## src/rtl/coef_bank_pkg.sv

```systemverilog
// Shared types for the coefficient bank controller.
// Holds the stream mode encoding, the command byte values and the
// filter control register layout. Assumes 8-bit host bytes.
package coef_bank_pkg;

    typedef enum logic [3:0] {
        MD_IDLE,
        MD_WRCOEF,
        MD_RDCOEF,
        MD_LDPTR,
        MD_LDFCTRL,
        MD_LDIMASK,
        MD_LDEQ,
        MD_LDCLK,
        MD_LDERR,
        MD_RDERR,
        MD_RDSPD
    } mode_t;

    localparam logic [7:0] OP_WRCOEF = 8'h30;
    localparam logic [7:0] OP_RDCOEF = 8'h20;
    localparam logic [7:0] OP_LDPTR  = 8'h13;
    localparam logic [7:0] OP_LDFCTL = 8'h14;
    localparam logic [7:0] OP_LDMASK = 8'h12;
    localparam logic [7:0] OP_LDEQ   = 8'h10;
    localparam logic [7:0] OP_LDCLK  = 8'h11;
    localparam logic [7:0] OP_LDERR  = 8'h19;
    localparam logic [7:0] OP_RDERR  = 8'h22;
    localparam logic [7:0] OP_RDSPD  = 8'h24;

    localparam int          SWAP_BIT  = 7;
    localparam logic [7:0]  FCTRL_RST = 8'h0B;

endpackage

```

## src/rtl/coef_cmd_decode.sv

```systemverilog
// Command byte decoder.
// Maps a host command byte to the stream mode it opens. Unknown bytes
// map to idle and drop the known flag. Purely combinational.
module coef_cmd_decode
    import coef_bank_pkg::*;
(
    input  logic [7:0] cmd_byte,
    output mode_t      cmd_mode,
    output logic       cmd_known
);

    // Translate the byte into a mode.
    always_comb begin
        cmd_known = 1'b1;
        case (cmd_byte)
            OP_WRCOEF: cmd_mode = MD_WRCOEF;
            OP_RDCOEF: cmd_mode = MD_RDCOEF;
            OP_LDPTR:  cmd_mode = MD_LDPTR;
            OP_LDFCTL: cmd_mode = MD_LDFCTRL;
            OP_LDMASK: cmd_mode = MD_LDIMASK;
            OP_LDEQ:   cmd_mode = MD_LDEQ;
            OP_LDCLK:  cmd_mode = MD_LDCLK;
            OP_LDERR:  cmd_mode = MD_LDERR;
            OP_RDERR:  cmd_mode = MD_RDERR;
            OP_RDSPD:  cmd_mode = MD_RDSPD;
            default: begin
                cmd_mode  = MD_IDLE;
                cmd_known = 1'b0;
            end
        endcase
    end

endmodule

```

## src/rtl/coef_ptr_ctr.sv

```systemverilog
// Coefficient address pointer.
// A load sets the pointer from a host byte, and out-of-range values
// give 0. A step advances it modulo N. Load wins over step.
// Assumes the caller never asserts both load and step in the same cycle.
module coef_ptr_ctr #(
    parameter int N  = 10,
    parameter int PW = $clog2(N)
) (
    input  logic          clk,
    input  logic          rst_n,
    input  logic          load,
    input  logic [7:0]    load_val,
    input  logic          step,
    output logic [PW-1:0] ptr
);

    localparam logic [PW-1:0] LAST = PW'(N - 1);

    // Pointer register with load and wrapping increment.
    always_ff @(posedge clk) begin
        if (!rst_n)
            ptr <= '0;
        else if (load)
            ptr <= (32'(load_val) < N) ? PW'(load_val) : '0;
        else if (step)
            ptr <= (ptr == LAST) ? '0 : ptr + 1'b1;
    end


    ptr_wrap_chk: assert property (@(posedge clk) disable iff (!rst_n)
        (step && !load && ptr == LAST) |=> (ptr == '0));


    ptr_range_chk: assert property (@(posedge clk) disable iff (!rst_n)
        load |=> (32'(ptr) < N));

endmodule

```

## src/rtl/coef_bank_pair.sv

```systemverilog
// Two coefficient banks with a bank-select flop.
// Writes always go to the bank that is not selected (shadow). The
// selected bank drives the active outputs and the read port. A swap
// toggles the select, so the two banks trade roles with no data copy.
module coef_bank_pair #(
    parameter int N  = 10,
    parameter int W  = 8,
    parameter int PW = $clog2(N)
) (
    input  logic           clk,
    input  logic           rst_n,
    input  logic           wr_en,
    input  logic [PW-1:0]  wr_idx,
    input  logic [W-1:0]   wr_data,
    input  logic           swap,
    input  logic [PW-1:0]  rd_idx,
    output logic [W-1:0]   rd_data,
    output logic [N*W-1:0] active_flat
);

    logic           sel_q;
    logic [W-1:0]   bank_a [N];
    logic [W-1:0]   bank_b [N];

    // Bank select: toggles on each granted swap.
    always_ff @(posedge clk) begin
        if (!rst_n)
            sel_q <= 1'b0;
        else if (swap)
            sel_q <= ~sel_q;
    end

    for (genvar i = 0; i < N; i++) begin : g_cell
        // One coefficient cell in each bank, written only when shadow.
        always_ff @(posedge clk) begin
            if (!rst_n) begin
                bank_a[i] <= '0;
                bank_b[i] <= '0;
            end else if (wr_en && wr_idx == PW'(i)) begin
                if (sel_q)
                    bank_a[i] <= wr_data;
                else
                    bank_b[i] <= wr_data;
            end
        end
        assign active_flat[i*W +: W] = sel_q ? bank_b[i] : bank_a[i];
    end

    // Read port on the active bank.
    always_comb begin
        rd_data = '0;
        for (int k = 0; k < N; k++)
            if (rd_idx == PW'(k))
                rd_data = sel_q ? bank_b[k] : bank_a[k];
    end


    swap_toggle_chk: assert property (@(posedge clk) disable iff (!rst_n)
        swap |=> (sel_q != $past(sel_q)));


    sel_hold_chk: assert property (@(posedge clk) disable iff (!rst_n)
        !swap |=> $stable(sel_q));


    active_hold_chk: assert property (@(posedge clk) disable iff (!rst_n)
        !swap |=> $stable(active_flat));

endmodule

```

## src/rtl/coef_swap_ctl.sv

```systemverilog
// Swap arbiter.
// Remembers whether the last coefficient has been written since the
// last swap. Grants a swap on the end-of-program strobe only when the
// host request is set and that coefficient is complete.
module coef_swap_ctl (
    input  logic clk,
    input  logic rst_n,
    input  logic req,
    input  logic prog_end,
    input  logic last_wr,
    output logic fire
);

    logic last_done_q;

    assign fire = req && prog_end && last_done_q;

    // Last-coefficient flag: set by its write, cleared by a swap.
    always_ff @(posedge clk) begin
        if (!rst_n)
            last_done_q <= 1'b0;
        else if (last_wr)
            last_done_q <= 1'b1;
        else if (fire)
            last_done_q <= 1'b0;
    end


    no_fire_after_swap_chk: assert property (@(posedge clk) disable iff (!rst_n)
        (fire && !last_wr) |=> !fire);

endmodule

```

## src/rtl/coef_bank_ctrl.sv

```systemverilog
// Double-buffered FIR coefficient bank controller (top).
// Decodes host command bytes into a stream mode and applies the data
// bytes and reads that follow. Holds the control registers, the
// coefficient pointer and the two banks, and grants bank swaps at a
// safe filter boundary. Assumes one host byte at most per cycle.
module coef_bank_ctrl
    import coef_bank_pkg::*;
#(
    parameter int NCOEF = 10,
    parameter int CW    = 8,
    parameter int PW    = $clog2(NCOEF)
) (
    input  logic               clk,
    input  logic               rst_n,
    input  logic               host_we,
    input  logic               host_cmd,
    input  logic [7:0]         host_wdata,
    input  logic               host_re,
    output logic [7:0]         host_rdata,
    input  logic [7:0]         speed_in,
    input  logic               prog_end,
    output logic [NCOEF*CW-1:0] active_coefs,
    output logic [PW-1:0]      coef_ptr,
    output logic [7:0]         fctrl,
    output logic [7:0]         imask,
    output logic [7:0]         eqset,
    output logic [7:0]         clkset,
    output logic [7:0]         errcnt,
    output logic               busy
);

    localparam logic [PW-1:0] LAST_IDX = PW'(NCOEF - 1);

    mode_t          mode_q;
    mode_t          dec_mode;
    logic           dec_known;
    logic           cmd_stb, dat_stb, rd_stb;
    logic           coef_wr, last_wr, ptr_load, ptr_step;
    logic           swap_fire;
    logic           fctrl_wr;
    logic [CW-1:0]  coef_rd;

    assign cmd_stb  = host_we && host_cmd;
    assign dat_stb  = host_we && !host_cmd;
    assign rd_stb   = host_re && !cmd_stb;
    assign coef_wr  = dat_stb && (mode_q == MD_WRCOEF);
    assign last_wr  = coef_wr && (coef_ptr == LAST_IDX);
    assign ptr_load = dat_stb && (mode_q == MD_LDPTR);
    assign ptr_step = coef_wr || (rd_stb && mode_q == MD_RDCOEF);
    assign fctrl_wr = dat_stb && (mode_q == MD_LDFCTRL);
    assign busy     = fctrl[SWAP_BIT];

    coef_cmd_decode u_dec (
        .cmd_byte  (host_wdata),
        .cmd_mode  (dec_mode),
        .cmd_known (dec_known)
    );

    coef_ptr_ctr #(.N(NCOEF), .PW(PW)) u_ptr (
        .clk      (clk),
        .rst_n    (rst_n),
        .load     (ptr_load),
        .load_val (host_wdata),
        .step     (ptr_step),
        .ptr      (coef_ptr)
    );

    coef_bank_pair #(.N(NCOEF), .W(CW), .PW(PW)) u_banks (
        .clk         (clk),
        .rst_n       (rst_n),
        .wr_en       (coef_wr),
        .wr_idx      (coef_ptr),
        .wr_data     (host_wdata[CW-1:0]),
        .swap        (swap_fire),
        .rd_idx      (coef_ptr),
        .rd_data     (coef_rd),
        .active_flat (active_coefs)
    );

    coef_swap_ctl u_swap (
        .clk      (clk),
        .rst_n    (rst_n),
        .req      (fctrl[SWAP_BIT]),
        .prog_end (prog_end),
        .last_wr  (last_wr),
        .fire     (swap_fire)
    );

    // Stream mode: every command byte opens a new mode (idle if unknown).
    always_ff @(posedge clk) begin
        if (!rst_n)
            mode_q <= MD_IDLE;
        else if (cmd_stb)
            mode_q <= dec_mode;
    end

    // Filter control: host write wins over the self-clear of the swap bit.
    always_ff @(posedge clk) begin
        if (!rst_n)
            fctrl <= FCTRL_RST;
        else if (fctrl_wr)
            fctrl <= host_wdata;
        else if (swap_fire)
            fctrl[SWAP_BIT] <= 1'b0;
    end

    // Plain load registers written by their data bytes.
    always_ff @(posedge clk) begin
        if (!rst_n) begin
            imask  <= '0;
            eqset  <= '0;
            clkset <= '0;
            errcnt <= '0;
        end else if (dat_stb) begin
            case (mode_q)
                MD_LDIMASK: imask  <= host_wdata;
                MD_LDEQ:    eqset  <= host_wdata;
                MD_LDCLK:   clkset <= host_wdata;
                MD_LDERR:   errcnt <= host_wdata;
                default: ;
            endcase
        end
    end

    // Read mux: only read modes return data, all others give zero.
    always_comb begin
        case (mode_q)
            MD_RDCOEF: host_rdata = 8'(coef_rd);
            MD_RDERR:  host_rdata = errcnt;
            MD_RDSPD:  host_rdata = speed_in;
            default:   host_rdata = 8'h00;
        endcase
    end


    unknown_cmd_chk: assert property (@(posedge clk) disable iff (!rst_n)
        (cmd_stb && !dec_known) |=> ($stable(fctrl) || $past(swap_fire))
            && $stable(imask) && $stable(eqset) && $stable(clkset)
            && $stable(errcnt) && $stable(coef_ptr));


    busy_fall_chk: assert property (@(posedge clk) disable iff (!rst_n)
        $fell(busy) |-> $past(swap_fire || fctrl_wr));


    cmd_no_step_chk: assert property (@(posedge clk) disable iff (!rst_n)
        cmd_stb |=> $stable(coef_ptr));

endmodule

```

## config.mk

```make
export PLATFORM = sky130hd
export DESIGN_NAME = coef_bank_ctrl
export DESIGN_NICKNAME = d
export VERILOG_FILES = /design/src/rtl/coef_bank_pkg.sv /design/src/rtl/coef_cmd_decode.sv /design/src/rtl/coef_ptr_ctr.sv /design/src/rtl/coef_bank_pair.sv /design/src/rtl/coef_swap_ctl.sv /design/src/rtl/coef_bank_ctrl.sv
export SDC_FILE = /design/constraint.sdc
export NUM_CORES = 1
export LEC_CHECK = 0
export BUFFER_PORTS_ARGS = -buffer_cell sky130_fd_sc_hd__buf_2
export CORE_MARGIN = 8
export CORE_UTILIZATION = 64
export CTS_BUF_LIST = sky130_fd_sc_hd__clkbuf_8
export CTS_CLUSTER_SIZE = 8
export DETAILED_ROUTE_END_ITERATION = 16
export PLACE_DENSITY = 0.95
export SYNTH_ARGS = -nofsm -noshare
export SYNTH_HDL_FRONTEND = slang
export SYNTH_SLANG_ARGS = --single-unit
```

## constraint.sdc

```tcl
create_clock -name clk -period 6.8 [get_ports clk]
set_input_delay 1.02 -clock clk [delete_from_list [all_inputs] [get_ports clk]]
set_output_delay 1.02 -clock clk [all_outputs]
set_load 0.02 [all_outputs]
```

==> results by group <==
Clock tree
  – Total CTS buffers: 34
  – Post-CTS setup buffer count: 0
  – Clock Sinks: 210
  – Clock Path Buffers: 3
  – CTS Root Cell: clkbuf_8
  – H-Tree Depth: 2
  – CTS tree: done
  – Hold Buf Count CTS: 0
  – Clock Latency Late Sink: 0.53 ns
  – # resized after CTS: 0
  – Worst-path clk slew: roughly 0.060 ns

Critical path
  – Worst Reg-to-Reg Cells: 3
  – Critical R2R Launch: u_banks.sel_q
  – Worst setup SP type: flip-flop
  – WP data required: 5.78 ns
  – CP Capture Type: output port
  – Crit-path max FO: 50
  – Crit path DAT: 3.51 ns
  – Reg-to-reg endpoint: u_banks.bank_a[8][1]
  – Critical path class: flip-flop to output port
  – R2R Setup Slk: 3.36 ns

Floorplan
  – Die Ht: about 140 um
  – Die Area: 21000 sq um
  – FP Rows: 47
  – Area of the core: roughly 16000 sq um
  – Die width: 145 um
  – Starting Density: approximately 65%
  – # IOs: 155

Synthesis
  – Synth Flop Type: edfxtp_1
  – Multiplexer share of the synthesized area: a little under an eighth
  – Area leader, netlist: edfxtp_1
  – Syn Area/Cell: 12.3 sq um
  – Post-synth net total: 883
  – Mapped Cells: 861
  – Top-count cell post-synth: and2_1
  – Post-synth top area share: 45.2%
  – Sequential share of the synthesized area: 54.6%
  – Yosys cell types: 74
  – Mapped Area: 10600 sq um
  – Commonest cells in the synthesized netlist: and2_1 (164), edfxtp_1 (160), mux2_2 (75)
  – Synth Area in Compound Gates: under 10%
  – Post-Synth Adder-Cell Area: 0%
  – Post-synth EDFFs: 160
  – Yosys warnings: 0
  – Synth top area cells: edfxtp_1 (45%), and2_1 (9.7%), dfxtp_1 (9.4%)
  – Asr flop ratio synth: 0%
  – #FFs+latches synth: 210
  – XOR/XNOR Fraction of Synth Area: 0.412%
  – Post-Synth Simple-Gate Area: between 20% and 30%
  – Largest family of logic cells by synthesized area: simple AND/OR/NAND/NOR gates

Min path
  – Hold Crit Start: errcnt[6]
  – Worst min-delay path category: flip-flop to flip-flop
  – Worst Hold Path EP: errcnt[6]
  – Hold Path Stages: 2

Timing
  – Worst-margin pin slew: about 1.3 ns
  – Setup_tns: 0 ns
  – RSZ-0062 raised after global routing: no
  – Final hold violations: 0
  – Max-slew violations: 0
  – F_max: 0.221 GHz
  – Period minus WS final: 4.53 ns
  – # setup viols final: 0
  – Final period util: 66.6%
  – Clock Skews: 0.0249 ns
  – Relative slew margins: roughly 14%

Global routing
  – Gr ovfl total: 0
  – Total Routing Usage GR: 28.3%
  – Initial antenna violation count: 2
  – Vias in the first global route: 7595
  – Largest net degree at the start of global routing: 75
  – Global-route wire length before repair: 44200 um

Power
  – Maximum VDD drop: around 0.18 mV
  – PD cells: 217 nW/um^2
  – Leakage Power: 0.00477 uW

Outcome
  – Status: finished clean

Layout
  – Finished Cell Area: between 10000 and 15000 sq um
  – Ant diodes: 0
  – Fraction of layout cells with a size suffix above 1: around 32%
  – Final net count: slightly above 1k
  – Area grow syn2layout: 12.5%

Route
  – Number of remaining DRC errors: 0
  – DR iter-0 viols: 965
  – Final WL: 29700 um
  – Router iterations before antenna repair: 5
  – Routed via count: 7807
  – Routed length per instance: 24.1 um
  – ANT nets after route: 0
  – Via/cell ratio: roughly 6.3

Placement
  – Placed instance area: 11300 sq um
  – Final HPWL DP: 19800 um
  – Placer Congestion: 0.966
  – PortBufs: 154

Run
  – Max-Cap Viols: 0
## routing by layer
metal	vias up	share of wire, %	global-route usage (%)	routed length [um]
met1	3723	36	35.2	10800
met5	-	0.091	0	27
met2	588	46	44.5	13800
met4	4	4.9	14.8	1450
li1	3384	-	-	-
met3	108	12	7.71	3680
## cells by family (layout without fill, tap and decap cells)
family / count (synthesis) / count (layout)
compound gates: 118 / 118
buf+inv: 71 / 223
simple gates: 343 / 343
mux: 114 / 114
flops: 210 / 210
xor+xnor: 5 / 5
## power by group
part | internal [uW] | total (uW) | switching (uW) | leakage (uW)
Combinational | 42.7 | 155 | 113 | 0.00235
Sequential | 1410 | 1420 | 11.2 | 0.00205
Clock | 523 | 1010 | 492 | 0.000380
Total | 1980 | 2590 | 615 | 0.00477
## state kept, by name, indices dropped and copies added, names as in the netlist, 4 cells and up
name	count
u_banks.bank_a	80
fctrl	8
u_banks.bank_b	80
clkset	8
imask	8
mode_q	4
eqset	8
errcnt	8
u_ptr.ptr	4
## final cells by class
class	count	area [sq um]
Sequential cell	210	5810
Fill cell	1036	4450
Multi-Input combinational cell	580	4430
Timing Repair Buffer	158	801
Clock buffer	39	537
Tap cell	220	275
Clock inverter	19	81.3
Inverter	7	26.3
## placed cells by master (no fill, tap or decap), types with 4 or more instances in the layout
master,instances
a21boi_0,4
a21boi_1,8
a21oi_1,10
a222oi_1,5
a22o_1,5
a22oi_1,16
and2_1,164
buf_2,154
buf_4,4
clkbuf_8,39
dfxtp_1,49
edfxtp_1,160
inv_1,24
mux2_2,75
mux2i_1,34
nand2_1,36
nand3_1,16
nand4_1,4
nor2_1,19
nor2_4,18
nor2b_1,36
nor3_1,4
nor4b_2,5
o21ai_0,35
o21ai_1,9
o22ai_1,4
## per-stage QoR
stage	power (uW)	instances	hold WS [ns]	util (%)	setup slack (ns)
after floorplan	1540	861	0.457	-	3.91
after global placement	1590	1175	0.452	69.1	3.00
after detailed placement	1600	1175	0.460	69.1	2.90
after CTS	2590	1233	0.469	72.9	2.32
after global routing	2650	1233	0.489	72.9	2.18
final	2590	1233	0.472	72.9	2.27
## worst max-delay path by stage
stage	startpoint	endpoint	slack [ns]	cells after the start
5_1_grt	u_banks.sel_q	host_rdata[6]	2.18	7
6_report	u_banks.sel_q	host_rdata[6]	2.27	7
4_1_cts	u_banks.sel_q	host_rdata[6]	2.32	7
2_1_floorplan	u_ptr.ptr[3]	host_rdata[0]	3.91	6
3_3_place_gp	u_banks.sel_q	host_rdata[6]	3.00	7
3_5_place_dp	u_banks.sel_q	host_rdata[6]	2.90	7
## critical path: stages, from the launching register on
cell and delay (ns):
dfxtp_4 0.82, buf_4 0.61, mux4_2 0.59, o211ai_1 0.19, o31ai_1 0.10, a21boi_0 0.28
o21ai_1 0.17, buf_2 0.19
No activity file was read; power rests on OpenSTA's default activity.
